<file path="src/rtl/chs_pkg.sv">
package chs_pkg;
  localparam int CMD_BYTES   = 6;
  localparam int IDX_W       = 3;
  localparam int HEAD_W      = 6;
  localparam int SPT_W       = 7;
  localparam int SECT_SHIFT  = 9;
  localparam int CYL_W       = 10;

  typedef enum logic [2:0] {
    ST_IDLE,
    ST_DIV_SEC,
    ST_DIV_HEAD,
    ST_SEND,
    ST_WAIT
  } chs_state_e;
endpackage

</file>
<file path="src/rtl/chs_divider.sv">
module chs_divider #(
  parameter int NUM_W = 21,
  parameter int DEN_W = 7
) (
  input  logic             clk,
  input  logic             rst,
  input  logic             start,
  input  logic [NUM_W-1:0] num,
  input  logic [DEN_W-1:0] den,
  output logic             done,
  output logic [NUM_W-1:0] quo,
  output logic [DEN_W-1:0] rem
);
  localparam int STEP_W = $clog2(NUM_W + 1);

  logic [NUM_W-1:0]  q_r;
  logic [DEN_W:0]    r_r;
  logic [STEP_W-1:0] step_r;
  logic              run_r;
  logic [DEN_W:0]    trial;
  logic              fits;

  assign trial = {r_r[DEN_W-1:0], q_r[NUM_W-1]};
  assign fits  = trial >= {1'b0, den};

  always_ff @(posedge clk) begin
    if (rst) begin
      q_r    <= '0;
      r_r    <= '0;
      step_r <= '0;
      run_r  <= 1'b0;
      done   <= 1'b0;
    end else begin
      done <= 1'b0;
      if (start) begin
        q_r    <= num;
        r_r    <= '0;
        step_r <= '0;
        run_r  <= 1'b1;
      end else if (run_r) begin
        q_r <= {q_r[NUM_W-2:0], fits};
        r_r <= fits ? (trial - {1'b0, den}) : trial;
        if (step_r == STEP_W'(NUM_W - 1)) begin
          run_r <= 1'b0;
          done  <= 1'b1;
        end else begin
          step_r <= step_r + 1'b1;
        end
      end
    end
  end

  assign quo = q_r;
  assign rem = r_r[DEN_W-1:0];
endmodule

</file>
<file path="src/rtl/chs_cmd_pack.sv">
module chs_cmd_pack #(
  parameter int CNT_W = 8
) (
  input  logic [7:0]       opcode,
  input  logic [2:0]       drive,
  input  logic [4:0]       head,
  input  logic [9:0]       cyl,
  input  logic [5:0]       sec,
  input  logic [CNT_W-1:0] chunk,
  input  logic [7:0]       ctrl,
  input  logic [2:0]       idx,
  output logic [7:0]       cmd_o
);
  logic [7:0] cnt_byte;

  generate
    if (CNT_W >= 8) begin : g_cnt_trunc
      assign cnt_byte = chunk[7:0];
    end else begin : g_cnt_ext
      assign cnt_byte = {{(8-CNT_W){1'b0}}, chunk};
    end
  endgenerate

  always_comb begin
    case (idx)
      3'd0:    cmd_o = opcode;
      3'd1:    cmd_o = {drive, head};
      3'd2:    cmd_o = {cyl[9:8], sec};
      3'd3:    cmd_o = cyl[7:0];
      3'd4:    cmd_o = cnt_byte;
      default: cmd_o = ctrl;
    endcase
  end
endmodule

</file>
<file path="src/rtl/chs_xfer_splitter.sv">
module chs_xfer_splitter
  import chs_pkg::*;
#(
  parameter int         BLK_W  = 21,
  parameter int         CNT_W  = 8,
  parameter int         ADDR_W = 24,
  parameter logic [7:0] OP_RD  = 8'h08,
  parameter logic [7:0] OP_WR  = 8'h0A
) (
  input  logic              clk,
  input  logic              rst,
  input  logic              req_valid,
  output logic              req_ready,
  input  logic              req_write,
  input  logic [2:0]        req_drive,
  input  logic [BLK_W-1:0]  req_block,
  input  logic [CNT_W-1:0]  req_count,
  input  logic [ADDR_W-1:0] req_buf,
  input  logic [5:0]        geo_heads,
  input  logic [6:0]        geo_spt,
  input  logic [7:0]        geo_ctrl,
  input  logic [CNT_W-1:0]  cfg_max_sect,
  output logic              cmd_valid,
  input  logic              cmd_ready,
  output logic [7:0]        cmd_byte,
  output logic              cmd_last,
  output logic [ADDR_W-1:0] cmd_buf_addr,
  input  logic              rsp_valid,
  input  logic              rsp_error,
  output logic              busy,
  output logic              done_valid,
  output logic              done_ok
);
  localparam logic [IDX_W-1:0] LAST_IDX = IDX_W'(CMD_BYTES - 1);

  chs_state_e        state_r;
  logic              wr_r;
  logic [2:0]        drv_r;
  logic [BLK_W-1:0]  blk_r, trk_r;
  logic [CNT_W-1:0]  left_r, chunk_r, max_r, chunk_w;
  logic [ADDR_W-1:0] buf_r;
  logic [HEAD_W-1:0] heads_r;
  logic [SPT_W-1:0]  spt_r;
  logic [7:0]        ctrl_r;
  logic [5:0]        sec_r;
  logic [4:0]        head_r;
  logic [CYL_W-1:0]  cyl_r;
  logic [IDX_W-1:0]  idx_r;
  logic              div_start_r, div_done;
  logic [BLK_W-1:0]  div_num, div_quo;
  logic [SPT_W-1:0]  div_den, div_rem;
  logic              xfer;

  assign chunk_w = (left_r < max_r) ? left_r : max_r;
  assign div_num = (state_r == ST_DIV_HEAD) ? trk_r : blk_r;
  assign div_den = (state_r == ST_DIV_HEAD) ? {1'b0, heads_r} : spt_r;
  assign xfer    = cmd_valid && cmd_ready;

  chs_divider #(.NUM_W(BLK_W), .DEN_W(SPT_W)) div_i (
    .clk(clk), .rst(rst), .start(div_start_r), .num(div_num), .den(div_den),
    .done(div_done), .quo(div_quo), .rem(div_rem)
  );

  chs_cmd_pack #(.CNT_W(CNT_W)) pack_i (
    .opcode(wr_r ? OP_WR : OP_RD), .drive(drv_r), .head(head_r), .cyl(cyl_r),
    .sec(sec_r), .chunk(chunk_r), .ctrl(ctrl_r), .idx(idx_r), .cmd_o(cmd_byte)
  );

  always_ff @(posedge clk) begin
    if (rst) begin
      state_r     <= ST_IDLE;
      busy        <= 1'b0;
      done_valid  <= 1'b0;
      done_ok     <= 1'b0;
      div_start_r <= 1'b0;
      wr_r <= 1'b0; drv_r <= '0; blk_r <= '0; trk_r <= '0;
      left_r <= '0; chunk_r <= '0; max_r <= '0; buf_r <= '0;
      heads_r <= '0; spt_r <= '0; ctrl_r <= '0;
      sec_r <= '0; head_r <= '0; cyl_r <= '0; idx_r <= '0;
    end else begin
      done_valid  <= 1'b0;
      div_start_r <= 1'b0;
      case (state_r)
        ST_IDLE: if (req_valid) begin
          wr_r <= req_write; drv_r <= req_drive; blk_r <= req_block;
          left_r <= req_count; buf_r <= req_buf; max_r <= cfg_max_sect;
          heads_r <= geo_heads; spt_r <= geo_spt; ctrl_r <= geo_ctrl;
          if (req_count == '0) begin
            done_valid <= 1'b1;
            done_ok    <= 1'b1;
          end else begin
            busy        <= 1'b1;
            div_start_r <= 1'b1;
            state_r     <= ST_DIV_SEC;
          end
        end
        ST_DIV_SEC: if (div_done) begin
          sec_r       <= div_rem[5:0];
          trk_r       <= div_quo;
          div_start_r <= 1'b1;
          state_r     <= ST_DIV_HEAD;
        end
        ST_DIV_HEAD: if (div_done) begin
          head_r  <= div_rem[4:0];
          cyl_r   <= div_quo[CYL_W-1:0];
          chunk_r <= chunk_w;
          idx_r   <= '0;
          state_r <= ST_SEND;
        end
        ST_SEND: if (xfer) begin
          if (idx_r == LAST_IDX) state_r <= ST_WAIT;
          else                   idx_r   <= idx_r + 1'b1;
        end
        ST_WAIT: if (rsp_valid) begin
          if (rsp_error || left_r == chunk_r) begin
            done_valid <= 1'b1;
            done_ok    <= !rsp_error;
            busy       <= 1'b0;
            state_r    <= ST_IDLE;
          end else begin
            div_start_r <= 1'b1;
            state_r     <= ST_DIV_SEC;
          end
          blk_r  <= blk_r + BLK_W'(chunk_r);
          left_r <= left_r - chunk_r;
          buf_r  <= buf_r + (ADDR_W'(chunk_r) << SECT_SHIFT);
        end
        default: state_r <= ST_IDLE;
      endcase
    end
  end

  assign req_ready    = !busy;
  assign cmd_valid    = (state_r == ST_SEND);
  assign cmd_last     = cmd_valid && (idx_r == LAST_IDX);
  assign cmd_buf_addr = buf_r;
endmodule

</file>
<file path="config.mk">
export PLATFORM = sky130hd
export DESIGN_NAME = chs_xfer_splitter
export DESIGN_NICKNAME = d
export VERILOG_FILES = /design/src/rtl/chs_pkg.sv /design/src/rtl/chs_divider.sv /design/src/rtl/chs_cmd_pack.sv /design/src/rtl/chs_xfer_splitter.sv
export SDC_FILE = /design/constraint.sdc
export NUM_CORES = 1
export LEC_CHECK = 0
export ABC_AREA = 1
export BUFFER_PORTS_ARGS = -buffer_cell sky130_fd_sc_hd__buf_2
export CORE_AREA = 2 2 137 139
export CTS_CLUSTER_SIZE = 12
export DETAILED_ROUTE_END_ITERATION = 7
export DIE_AREA = 0 0 139 141
export GPL_TIMING_DRIVEN = 1
export HOLD_SLACK_MARGIN = 0.02
export PLACE_DENSITY_LB_ADDON = 0.1
export SLEW_MARGIN = 30
export SYNTH_ARGS = -nofsm -noshare
export SYNTH_HDL_FRONTEND = slang
export SYNTH_HIERARCHICAL = 1
export SYNTH_SLANG_ARGS = --single-unit
</file>
<file path="constraint.sdc">
create_clock -name clk -period 2.8 [get_ports clk]
set_input_delay 0.42 -clock clk [delete_from_list [all_inputs] [get_ports clk]]
set_output_delay 0.42 -clock clk [all_outputs]
set_load 0.01 [all_outputs]
</file>
---- Word-level counts from Yosys, hierarchy flattened ----
Cells that the tools add are included.
storage, ports and cells
  logic and storage cells ................. 133
  output and inout port bits .............. 38
  register bits ........................... 181
  bits of input ports ..................... 92
operators by class
  magnitude comparators ................... 2
  bitwise logic cells ..................... 2
  equal/unequal tests ..................... 21
  reductions and logical operators ........ 22
  muxes and demuxes ....................... 55
  add/sub/neg operators ................... 6
operator list
  cell                                                  count
  2-to-1 mux 21 bit                                     5
  2-to-1 mux 24 bit                                     2
  case mux 24 bit (2 select lines)                      1
  case mux 21 bit (2 select lines)                      1
  case mux 8 bit (5 select lines)                       1
  2-to-1 mux 3 bit                                      10
  adder 24 x 17 -> 24 bit                               1
  2-to-1 mux 8 bit                                      3
  2-to-1 mux 1 bit                                      22
  adder 21 x 8 -> 21 bit                                1
  case mux 8 bit (2 select lines)                       1
  case mux 3 bit (5 select lines)                       1
  2-to-1 mux 7 bit                                      2
  equality test 3 x 2 -> 1 bit (second input constant)  4
  != test 2 bit (second input constant)                 6
  AND reduction 5 bit                                   2
  equality test 3 bit (second input constant)           3
  equality test 8 bit                                   1
  >= comparator 8 x 7 -> 1 bit                          1
  logical NOT 8 bit                                     1
  < comparator 8 bit                                    1
  != test 2 x 1 -> 1 bit (second input constant)        4
  AND reduction 2 bit                                   4
  subtractor 8 bit                                      1
  other kinds (20)                                      29

---- Depth between registers and ports, before layout ----
Gate-level depths: netlist (run 1).
  depth after elaboration ................. 5
  depth in mapped cells ................... 17
  mapped depth without buffers ............ 15

---- By module ----
The synthesis (run 1) kept the hierarchy.
by module, submodules not included
  module             cells an instance  times used  area an instance (um^2)  seq. area each (um^2)
  chs_xfer_splitter  1214               1           7988.9                   2922.8
  chs_divider        315                1           2048.2                   700.7
  chs_cmd_pack       93                 1           505.5                    0.0

---- Worst setup path after synthesis (run 1) ----
Ideal clock, no wire load.
  path kind ............................... register -> register
  start ................................... register state_r[2]
  end ..................................... register div_i.r_r[6]
  stages on the path, launching flop included .. 16
  buffers on the path ..................... 2
  setup slack ............................. 0.399 ns
  setup time .............................. 0.118 ns
  arrival ................................. 2.282 ns
  period minus slack after synthesis ...... 2.401 ns
  required time ........................... 2.682 ns
  cells stage by stage .................... dfxtp_1 nor2_1 nand2_1 clkbuf_1 o21ai_0 ha_1 fa_1 inv_1 nand2_1 nand2_1 nand3_2 nand3_2 buf_6 nand3_2 nand3_2 a21oi_2
on the way
  word-level cells in the longest chain between the ends .. 4
  elaborated cells between the ends (all ways) .. 5
  classes of those cells .................. 1 x add/sub; 1 x order compare; 1 x eq/ne; 2 x mux
RTL lines
  element                                                                  RTL line                              source
  start: declaration                                                       chs_xfer_splitter.sv:36               chs_state_e state_r;
  start signal: assignment                                                 chs_xfer_splitter.sv:71               state_r <= ST_IDLE;
  start signal: assignment                                                 chs_xfer_splitter.sv:94               state_r <= ST_DIV_SEC;
  start signal: assignment                                                 chs_xfer_splitter.sv:101              state_r <= ST_DIV_HEAD;
  equality test 3 x 2 -> 1 bit (*)                                         chs_xfer_splitter.sv:56               assign div_den = (state_r == ST_DIV_HEAD) ? {1'b0, heads_r} : spt_r;
  2-to-1 mux 7 bit (*)                                                     chs_xfer_splitter.sv:56
  named net div_den[0]                                                     chs_xfer_splitter.sv:51               logic [SPT_W-1:0] div_den, div_rem;
  subtractor 7 bit / >= comparator 8 x 7 -> 1 bit (equally long branches)  chs_divider.sv:42, chs_divider.sv:24
  2-to-1 mux 7 bit (*)                                                     chs_divider.sv:42                     r_r <= fits ? (trial - {1'b0, den}) : trial;
  end signal: assignment                                                   chs_divider.sv:42
  end: declaration                                                         chs_divider.sv:17                     logic [DEN_W:0] r_r;
Mark *: on every way through the listed nets, which the timed path passes. The rest lies on a longest branch.
A chain may end at the register's enable or synchronous reset.

---- Worst setup path after layout (run 1) ----
  start ................................... register state_r[2]
  end ..................................... register div_i.r_r[2]
The elaborated chain is that of the path after synthesis.

==> run summary, run 1 <==
## Timing
* **hold slack final** 0.2100 ns
* **setup violation total in the final timing report** 0
* **headroom to the max-slew limit** 0.4240
* **upper clock frequency limit** 0.4027 GHz
* **post-route clock skew** 0.01355 ns
* **Worst Max-Slew Pin Slew** 0.8628 ns
* **final setup TNS** 0 ns
* **Final Hold Vio Count** 0
* **post-layout min period** 2.483 ns
* **Tcrit/Tclk final** 0.8868
* **setup repair after global routing missed its margin** no
* **Final Slew Violations** 0

## Synth
* **Yosys reg bits** 181
* **arithmetic-cell share of the synthesized area counting full adders, half adders and majority gates** 0.05625
* **Post-synth EDFFs** 0
* **post-synthesis cell type count** 45
* **share of the yosys chip area belonging to registers** 0.3437
* **synthesized netlist cell count** 1,622
* **netlist area before placement** 10,540 um2
* **most area-hungry cell type in the Yosys netlist** sky130_fd_sc_hd__dfxtp_1
* **multiplexer share of the synthesized area** 0
* **portion of synthesized cell area occupied by the leading cell type** 0.3437
* **simple-gate share of the synthesized area** 0.3220
* **share of async-settable or async-resettable flops after synthesis** 0
* **most common flop cell mapped by yosys** sky130_fd_sc_hd__dfxtp_1
* **average cell area after synthesis** 6.500 um2
* **most used standard cell by instance count after synthesis** sky130_fd_sc_hd__nand2_1
* **Warnings, synthesis** 6
* **most area-consuming cells after synthesis** sky130_fd_sc_hd__dfxtp_1 34%, sky130_fd_sc_hd__nand2_1 16%, sky130_fd_sc_hd__o21ai_0 7.0%
* **Post-Synth XOR/XNOR Area** 0.008308
* **main combinational cell family by area after synthesis** simple AND/OR/NAND/NOR gates
* **most used standard cells in the synthesized netlist** 448 x sky130_fd_sc_hd__nand2_1, 192 x sky130_fd_sc_hd__inv_1, 181 x sky130_fd_sc_hd__dfxtp_1
* **area fraction in compound gates after synthesis** 0.1532

## Finish
* **fraction of layout instances using a drive strength above 1** 0.1359
* **Area growth, synth to finish** 12.65%
* **Filler cells** 1,723
* **# nets final** 1,861
* **number of antenna diodes** 0

## Worst setup path
* **Crit Path Class** reg2reg
* **register-to-register path setup slack** 0.32 ns
* **data required time of the critical path** 3.18 ns
* **Worst Path Max Fanout** 14
* **arrival time reported for the critical path endpoint** 2.86 ns
* **kind of capture point of the worst setup path** flip-flop
* **sort of element at the start of the critical path** flip-flop

## Power
* **static leakage** 5.828 nW
* **cell area power density** 786.1 nW/um2
* **worst voltage drop across the vdd grid** 0.5218 mV

## Global routing
* **Tot GR Track Use** 0.2808
* **overall overflow remaining after global route** 0
* **vias in the first global route** 9,741
* **pin count of the biggest net entering global routing** 80
* **antenna violations before repair** 0
* **first-pass GRT wire length** 46,020 um

## Routing
* **average wire per standard cell** 13.70 um
* **number of vias per cell** 5.298
* **Final ANT Viol Nets** 0
* **Iteration-0 DRC Markers** 730
* **1st-pass router iterations** 7
* **DRC viols** 0
* **final WL** 27,000 um
* **DR vias** 10,440

## Placed design
* **count of input and output buffers** 129
* **final weighted congestion of routability-driven global placement** 0.9263
* **detailed placer's ending HPWL** 19,520 um

## Worst hold path
* **Hold Path Class** in2reg

## Clocking
* **clock edge transition at the registers on the reported setup and hold paths** 0.07 ns
* **Longest Clk Path Bufs** 2
* **clock root buffer master** sky130_fd_sc_hd__clkbuf_16
* **number of buffers inserted during clock tree synthesis** 17
* **H-tree depth** 4
* **clock tree from TritonCTS** yes
* **Sink Count** 181
* **clock insertion delay at the later pin of the skew report** 0.43 ns

## Floorplan
* **height of the die** 141 um
* **initial core utilization** 0.5771
* **number of ports placed on the die boundary** 130
* **Die Outline Area** 19,600 um2
* **DIE WIDTH** 139 um
* **Core Footprint** 18,270 um2
* **std cell rows** 50

## Status
* **run status** completed

## Run
* **maxcap violations** 0

cell type report:
class	instances	area [um2]	area share
clock buffers	23	498.0	0.04193
clock inverters	9	115.1	0.009692
inverters	209	789.5	0.06648
multi-input cells	1164	5734	0.4828
flip-flops and latches	181	3623	0.3051
well taps	234	292.8	0.02465
repair buffers	151	823.3	0.06932
cells by family after synthesis:
kind of cell             count (synthesis)
AND/OR/NAND/NOR                        805
XOR/XNOR                                10
flip-flops                             181
AO/OA/AOI/OAI                          297
buffers and inverters                  282
adder cells (fa/ha/maj)                 45
other                                    2
path summary, 6_finish.rpt:
check,from,to,cells after the start
worst max-delay path,state_r[2]$_SDFFE_PP0P_,div_i/r_r[2]$_SDFFE_PP0P_,15
worst min-delay path,req_buf[6],cmd_buf_addr[6]$_SDFFE_PP0P_,3
worst max register to register,state_r[2]$_SDFFE_PP0P_,div_i/r_r[2]$_SDFFE_PP0P_,15
worst min register to register,heads_r[0]$_SDFFE_PP0P_,heads_r[0]$_SDFFE_PP0P_,2
per-layer routing:
layer  track usage  part of all wire  vias up
li1              -                 -     5412
met1        0.3689              0.46     4687
met2        0.4649              0.45      296
met3       0.05265             0.059       48
met4       0.09995             0.025        0
met5             0                 0        -
cells in the final DEF (no fill, tap or decap), types with 14 or more instances in the layout:
| cell | count |
|---|---|
| sky130_fd_sc_hd__o21ai_0 | 147 |
| sky130_fd_sc_hd__clkbuf_16 | 17 |
| sky130_fd_sc_hd__buf_2 | 129 |
| sky130_fd_sc_hd__a31oi_1 | 19 |
| sky130_fd_sc_hd__o21ai_1 | 17 |
| sky130_fd_sc_hd__inv_2 | 14 |
| sky130_fd_sc_hd__nor2_1 | 164 |
| sky130_fd_sc_hd__ha_1 | 41 |
| sky130_fd_sc_hd__a21oi_1 | 87 |
| sky130_fd_sc_hd__nand4_1 | 34 |
| sky130_fd_sc_hd__inv_1 | 192 |
| sky130_fd_sc_hd__dfxtp_1 | 181 |
| sky130_fd_sc_hd__nand3_1 | 115 |
| sky130_fd_sc_hd__nand2_1 | 447 |
| sky130_fd_sc_hd__buf_4 | 21 |
registers in the layout, summed over array words and instances (netlist names), 3 cells and up:
register,count
max_r,8
drv_r,3
div_i/step_r,5
blk_r,21
heads_r,6
ctrl_r,8
sec_r,6
state_r,3
left_r,8
div_i/quo,21
head_r,5
trk_r,21
cmd_buf_addr,24
div_i/r_r,7
cyl_r,10
idx_r,3
spt_r,7
chunk_r,8
worst max-delay path, stage by stage, from the launching register on:
cell                       delay, ns
sky130_fd_sc_hd__dfxtp_1        0.35
sky130_fd_sc_hd__nor2_1         0.23
sky130_fd_sc_hd__nand2_4        0.16
sky130_fd_sc_hd__nand2_1        0.09
sky130_fd_sc_hd__o21ai_0        0.09
sky130_fd_sc_hd__ha_1           0.25
sky130_fd_sc_hd__fa_1           0.42
sky130_fd_sc_hd__inv_1          0.09
sky130_fd_sc_hd__nand2_1        0.08
sky130_fd_sc_hd__nand2_1        0.10
sky130_fd_sc_hd__nand3_2        0.11
sky130_fd_sc_hd__nand3_4        0.17
sky130_fd_sc_hd__nand3_1        0.12
sky130_fd_sc_hd__o211ai_2       0.07
sky130_fd_sc_hd__nand2_1        0.06
sky130_fd_sc_hd__inv_1          0.04
report_power, final:
part	switching (W)	internal [W]
combinational	0.00229	0.00123
sequential	0.000349	0.00300
clock	0.00102	0.00144
metrics by stage:
step / util / total power [W] / cell area [um2] / setup WS (ns) / instances
after floorplan: - / 0.006103 / 10560 / 0.3994 / 1627
after global placement: 0.6158 / 0.006781 / 11250 / 0.1797 / 1939
after detailed placement: 0.6158 / 0.006850 / 11250 / 0.06730 / 1939
after CTS: 0.6493 / 0.009340 / 11860 / 0.04226 / 1971
after global routing: 0.6501 / 0.01006 / 11880 / 0.03733 / 1971
final: 0.6501 / 0.009337 / 11880 / 0.3170 / 1971
timing repair:
item / in CTS / in global routing
resized for setup: 0 / 3
hold buffers: 0 / 0
endpoints found under the setup margin: 0 / 8
buffers inserted: 0 / 0
(Power assumes the default switching activity.)
==> inputs of run 2 (changes only) <==
--- a/config.mk
+++ b/config.mk
@@ -14,6 +14,7 @@
 export GPL_TIMING_DRIVEN = 1
 export HOLD_SLACK_MARGIN = 0.02
 export PLACE_DENSITY_LB_ADDON = 0.1
+export RECOVER_POWER = 50
 export SLEW_MARGIN = 30
 export SYNTH_ARGS = -nofsm -noshare
 export SYNTH_HDL_FRONTEND = slang
==> run 2 against run 1 <==
The run now ends with capacitance limit, slew limit left. First-iteration DRC count down 8.5%. Wire length up 0.37%. Final cell count unchanged. Sequential power about the same. Worst hold slack worse by 0.00078 ns. Largest cell class unchanged. Die area unchanged. Highest routed layer unchanged. Global-route usage unchanged. Setup slack better by 0.0020 ns. Clock skew down 0.0019 ns. Via count up 0.19%. Maximum frequency about the same.
==> run summary, run 2 (synthesized netlist as in run 1, its figures left out) <==
## Status
* **run status** complete, but fails checks, was completed
* **failing checks** capacitance limit, slew limit

## Routing
* **Iteration-0 DRC Markers** 668, was 730
* **number of vias per cell** 5.308, was 5.298
* **1st-pass router iterations** 8, was 7
* **DR vias** 10,460, was 10,440
* **average wire per standard cell** 13.75 um, was 13.70 um
* **final WL** 27,100 um, was 27,000 um
* **DRC viols** 0, unchanged
* **Final ANT Viol Nets** 0, unchanged

## Timing
* **final setup TNS** 0 ns, unchanged
* **Final Hold Vio Count** 0, unchanged
* **Tcrit/Tclk final** 0.8860, was 0.8868
* **headroom to the max-slew limit** -0.04386, was 0.4240
* **Worst Max-Slew Pin Slew** 1.566 ns, was 0.8628 ns
* **post-route clock skew** 0.01164 ns, was 0.01355 ns
* **setup violation total in the final timing report** 0, unchanged
* **upper clock frequency limit** 0.4031 GHz, was 0.4027 GHz
* **Final Slew Violations** 40, was 0
* **setup repair after global routing missed its margin** no, unchanged
* **post-layout min period** 2.481 ns, was 2.483 ns

## Clocking
* **Sink Count** 181, unchanged
* **clock tree from TritonCTS** yes, unchanged
* **H-tree depth** 4, unchanged
* **number of buffers inserted during clock tree synthesis** 17, unchanged
* **CTS Hold Buffers Added** 0, unchanged
* **clock edge transition at the registers on the reported setup and hold paths** 0.07 ns, about the same
* **clock insertion delay at the later pin of the skew report** 0.43 ns, about the same
* **clock root buffer master** sky130_fd_sc_hd__clkbuf_16, unchanged
* **Longest Clk Path Bufs** 2, unchanged

## Power
* **switching power share of the total** 0.3937, was 0.3924
* **net load switching power** 0.003653 W, was 0.003664 W
* **static leakage** 5.703 nW, was 5.828 nW
* **worst voltage drop across the vdd grid** 0.5140 mV, was 0.5218 mV
* **cell area power density** 785.9 nW/um2, was 786.1 nW/um2
* **internal power contribution** 0.005626 W, was 0.005673 W
* **Seq pwr share** 0.361, was 0.358
* **Clock power frac** 0.266, was 0.264
* **power share of the combinational group** 0.373, was 0.377

## Finish
* **# nets final** 1,861, unchanged
* **number of antenna diodes** 0, unchanged
* **Area growth, synth to finish** 12.00%, was 12.65%
* **end-of-flow core utilization** 0.6464, was 0.6501
* **fraction of layout instances using a drive strength above 1** 0.1140, was 0.1359
* **most frequent cells in the layout** 447 x sky130_fd_sc_hd__nand2_1, 194 x sky130_fd_sc_hd__inv_1, 181 x sky130_fd_sc_hd__dfxtp_1, 168 x sky130_fd_sc_hd__nor2_1, 148 x sky130_fd_sc_hd__o21ai_0, was 447 x sky130_fd_sc_hd__nand2_1, 192 x sky130_fd_sc_hd__inv_1, 181 x sky130_fd_sc_hd__dfxtp_1, 164 x sky130_fd_sc_hd__nor2_1, 147 x sky130_fd_sc_hd__o21ai_0
* **max reg flops** 24, unchanged
* **most common cell after layout, fill and taps aside** sky130_fd_sc_hd__nand2_1, unchanged

## Floorplan
* **Die Outline Area** 19,600 um2, unchanged
* **Core Footprint** 18,270 um2, unchanged
* **std cell rows** 50, unchanged
* **DIE WIDTH** 139 um, unchanged
* **height of the die** 141 um, unchanged
* **initial core utilization** 0.5771, unchanged
* **number of ports placed on the die boundary** 130, unchanged

## Worst setup path
* **Worst Path Max Fanout** 14, unchanged
* **arrival time reported for the critical path endpoint** 2.79 ns, was 2.86 ns
* **data required time of the critical path** 3.11 ns, was 3.18 ns
* **Crit Path Class** reg2reg, unchanged
* **sort of element at the start of the critical path** flip-flop, unchanged
* **kind of capture point of the worst setup path** flip-flop, unchanged
* **worst reg-to-reg path cell count** 14, was 15

## Worst hold path
* **number of cells traversed by the worst hold path** 3, unchanged
* **Hold Path Class** in2reg, unchanged

## Run
* **maxcap violations** 1, was 0

## Global routing
* **overall overflow remaining after global route** 0, unchanged
* **pin count of the biggest net entering global routing** 80, unchanged
* **antenna violations before repair** 0, unchanged
* **vias in the first global route** 9,741, unchanged
* **first-pass GRT wire length** 46,020 um, unchanged
* **Tot GR Track Use** 0.2808, unchanged

## Placed design
* **final weighted congestion of routability-driven global placement** 0.9263, unchanged
* **detailed placer's ending HPWL** 19,520 um, unchanged
* **count of input and output buffers** 129, unchanged

run 2: changes by cell type in the layout (fill, tap and decap cells not counted):
cell	change
sky130_fd_sc_hd__nor2_1	+4
sky130_fd_sc_hd__buf_2	-29
sky130_fd_sc_hd__inv_2	-3
sky130_fd_sc_hd__buf_4	-4
sky130_fd_sc_hd__o21ai_1	-1
sky130_fd_sc_hd__nor2_4	-2
sky130_fd_sc_hd__o21ai_0	+1
sky130_fd_sc_hd__clkinv_1	+1
sky130_fd_sc_hd__clkbuf_2	+2
sky130_fd_sc_hd__nor2_2	-2
sky130_fd_sc_hd__inv_1	+2
sky130_fd_sc_hd__clkbuf_1	+31
run 2: final cells by class:
| cell class | instances | area (um2) |
|---|---|---|
| fill | 1747 | 6460 |
| multi-input combinational | 1164 | 5714 |
| sequential | 181 | 3623 |
| inverter | 209 | 789.5 |
| timing repair buffer | 151 | 774.5 |
| clock buffer | 23 | 498.0 |
| tap | 234 | 292.8 |
| clock inverter | 9 | 115.1 |
run 2: power by group through the flow:
stage / sequential, W / clock, W / combinational (W)
final: 0.00335 / 0.00247 / 0.00346
after global routing: 0.00340 / 0.00262 / 0.00398
after CTS: 0.00334 / 0.00250 / 0.00350
after detailed placement: 0.00339 / 0 / 0.00346
after global placement: 0.00339 / 0 / 0.00339
after floorplan: 0.00333 / 0 / 0.00278
run 2: layer usage:
layer | wire length, um | up-vias | global-route usage
met5 | 0 | - | 0
met4 | 674 | 0 | 0.09995
met3 | 1667 | 52 | 0.05265
met2 | 12300 | 301 | 0.4649
met1 | 12460 | 4696 | 0.3689
li1 | - | 5414 | -
run 2: worst paths after layout:
check | from | end | slack (ns)
hold / removal | req_buf[6] | cmd_buf_addr[6]$_SDFFE_PP0P_ | 0.21
hold reg to reg | heads_r[0]$_SDFFE_PP0P_ | heads_r[0]$_SDFFE_PP0P_ | 0.46
setup reg to reg | state_r[2]$_SDFFE_PP0P_ | div_i/r_r[5]$_SDFFE_PP0P_ | 0.32
setup / recovery | state_r[2]$_SDFFE_PP0P_ | div_i/r_r[5]$_SDFFE_PP0P_ | 0.32
run 2: stage by stage:
stage | hold WS (ns) | instances | setup WS, ns | area [um2] | power [W]
finish | 0.2092 | 1971 | 0.3191 | 11810 | 0.009279
global route | 0.2136 | 1971 | 0.04122 | 11810 | 0.01000
CTS | 0.2014 | 1971 | 0.04226 | 11860 | 0.009340
detailed placement | 0.4448 | 1939 | 0.06730 | 11250 | 0.006850
global placement | 0.4427 | 1939 | 0.1797 | 11250 | 0.006781
floorplan | 0.4245 | 1627 | 0.3994 | 10560 | 0.006103
run 2: what timing repair did:
action / in CTS / in global routing
setup buffers: 0 / 0
endpoints found under the hold margin: 0 / 0
resized for setup: 0 / 3
setup endpoints to repair: 0 / 8
run 2: worst max-delay path, stage by stage (launching register included):
cell and delay (ns):
sky130_fd_sc_hd__dfxtp_1 0.34, sky130_fd_sc_hd__nor2_1 0.23, sky130_fd_sc_hd__nand2_4 0.16, sky130_fd_sc_hd__nand2_1 0.09
sky130_fd_sc_hd__o21ai_0 0.09, sky130_fd_sc_hd__ha_1 0.25, sky130_fd_sc_hd__fa_1 0.42, sky130_fd_sc_hd__inv_1 0.09
sky130_fd_sc_hd__nand2_1 0.08, sky130_fd_sc_hd__nand2_1 0.10, sky130_fd_sc_hd__nand3_2 0.11, sky130_fd_sc_hd__nand3_4 0.17
sky130_fd_sc_hd__nand3_2 0.10, sky130_fd_sc_hd__nand3_2 0.08, sky130_fd_sc_hd__a21oi_2 0.05
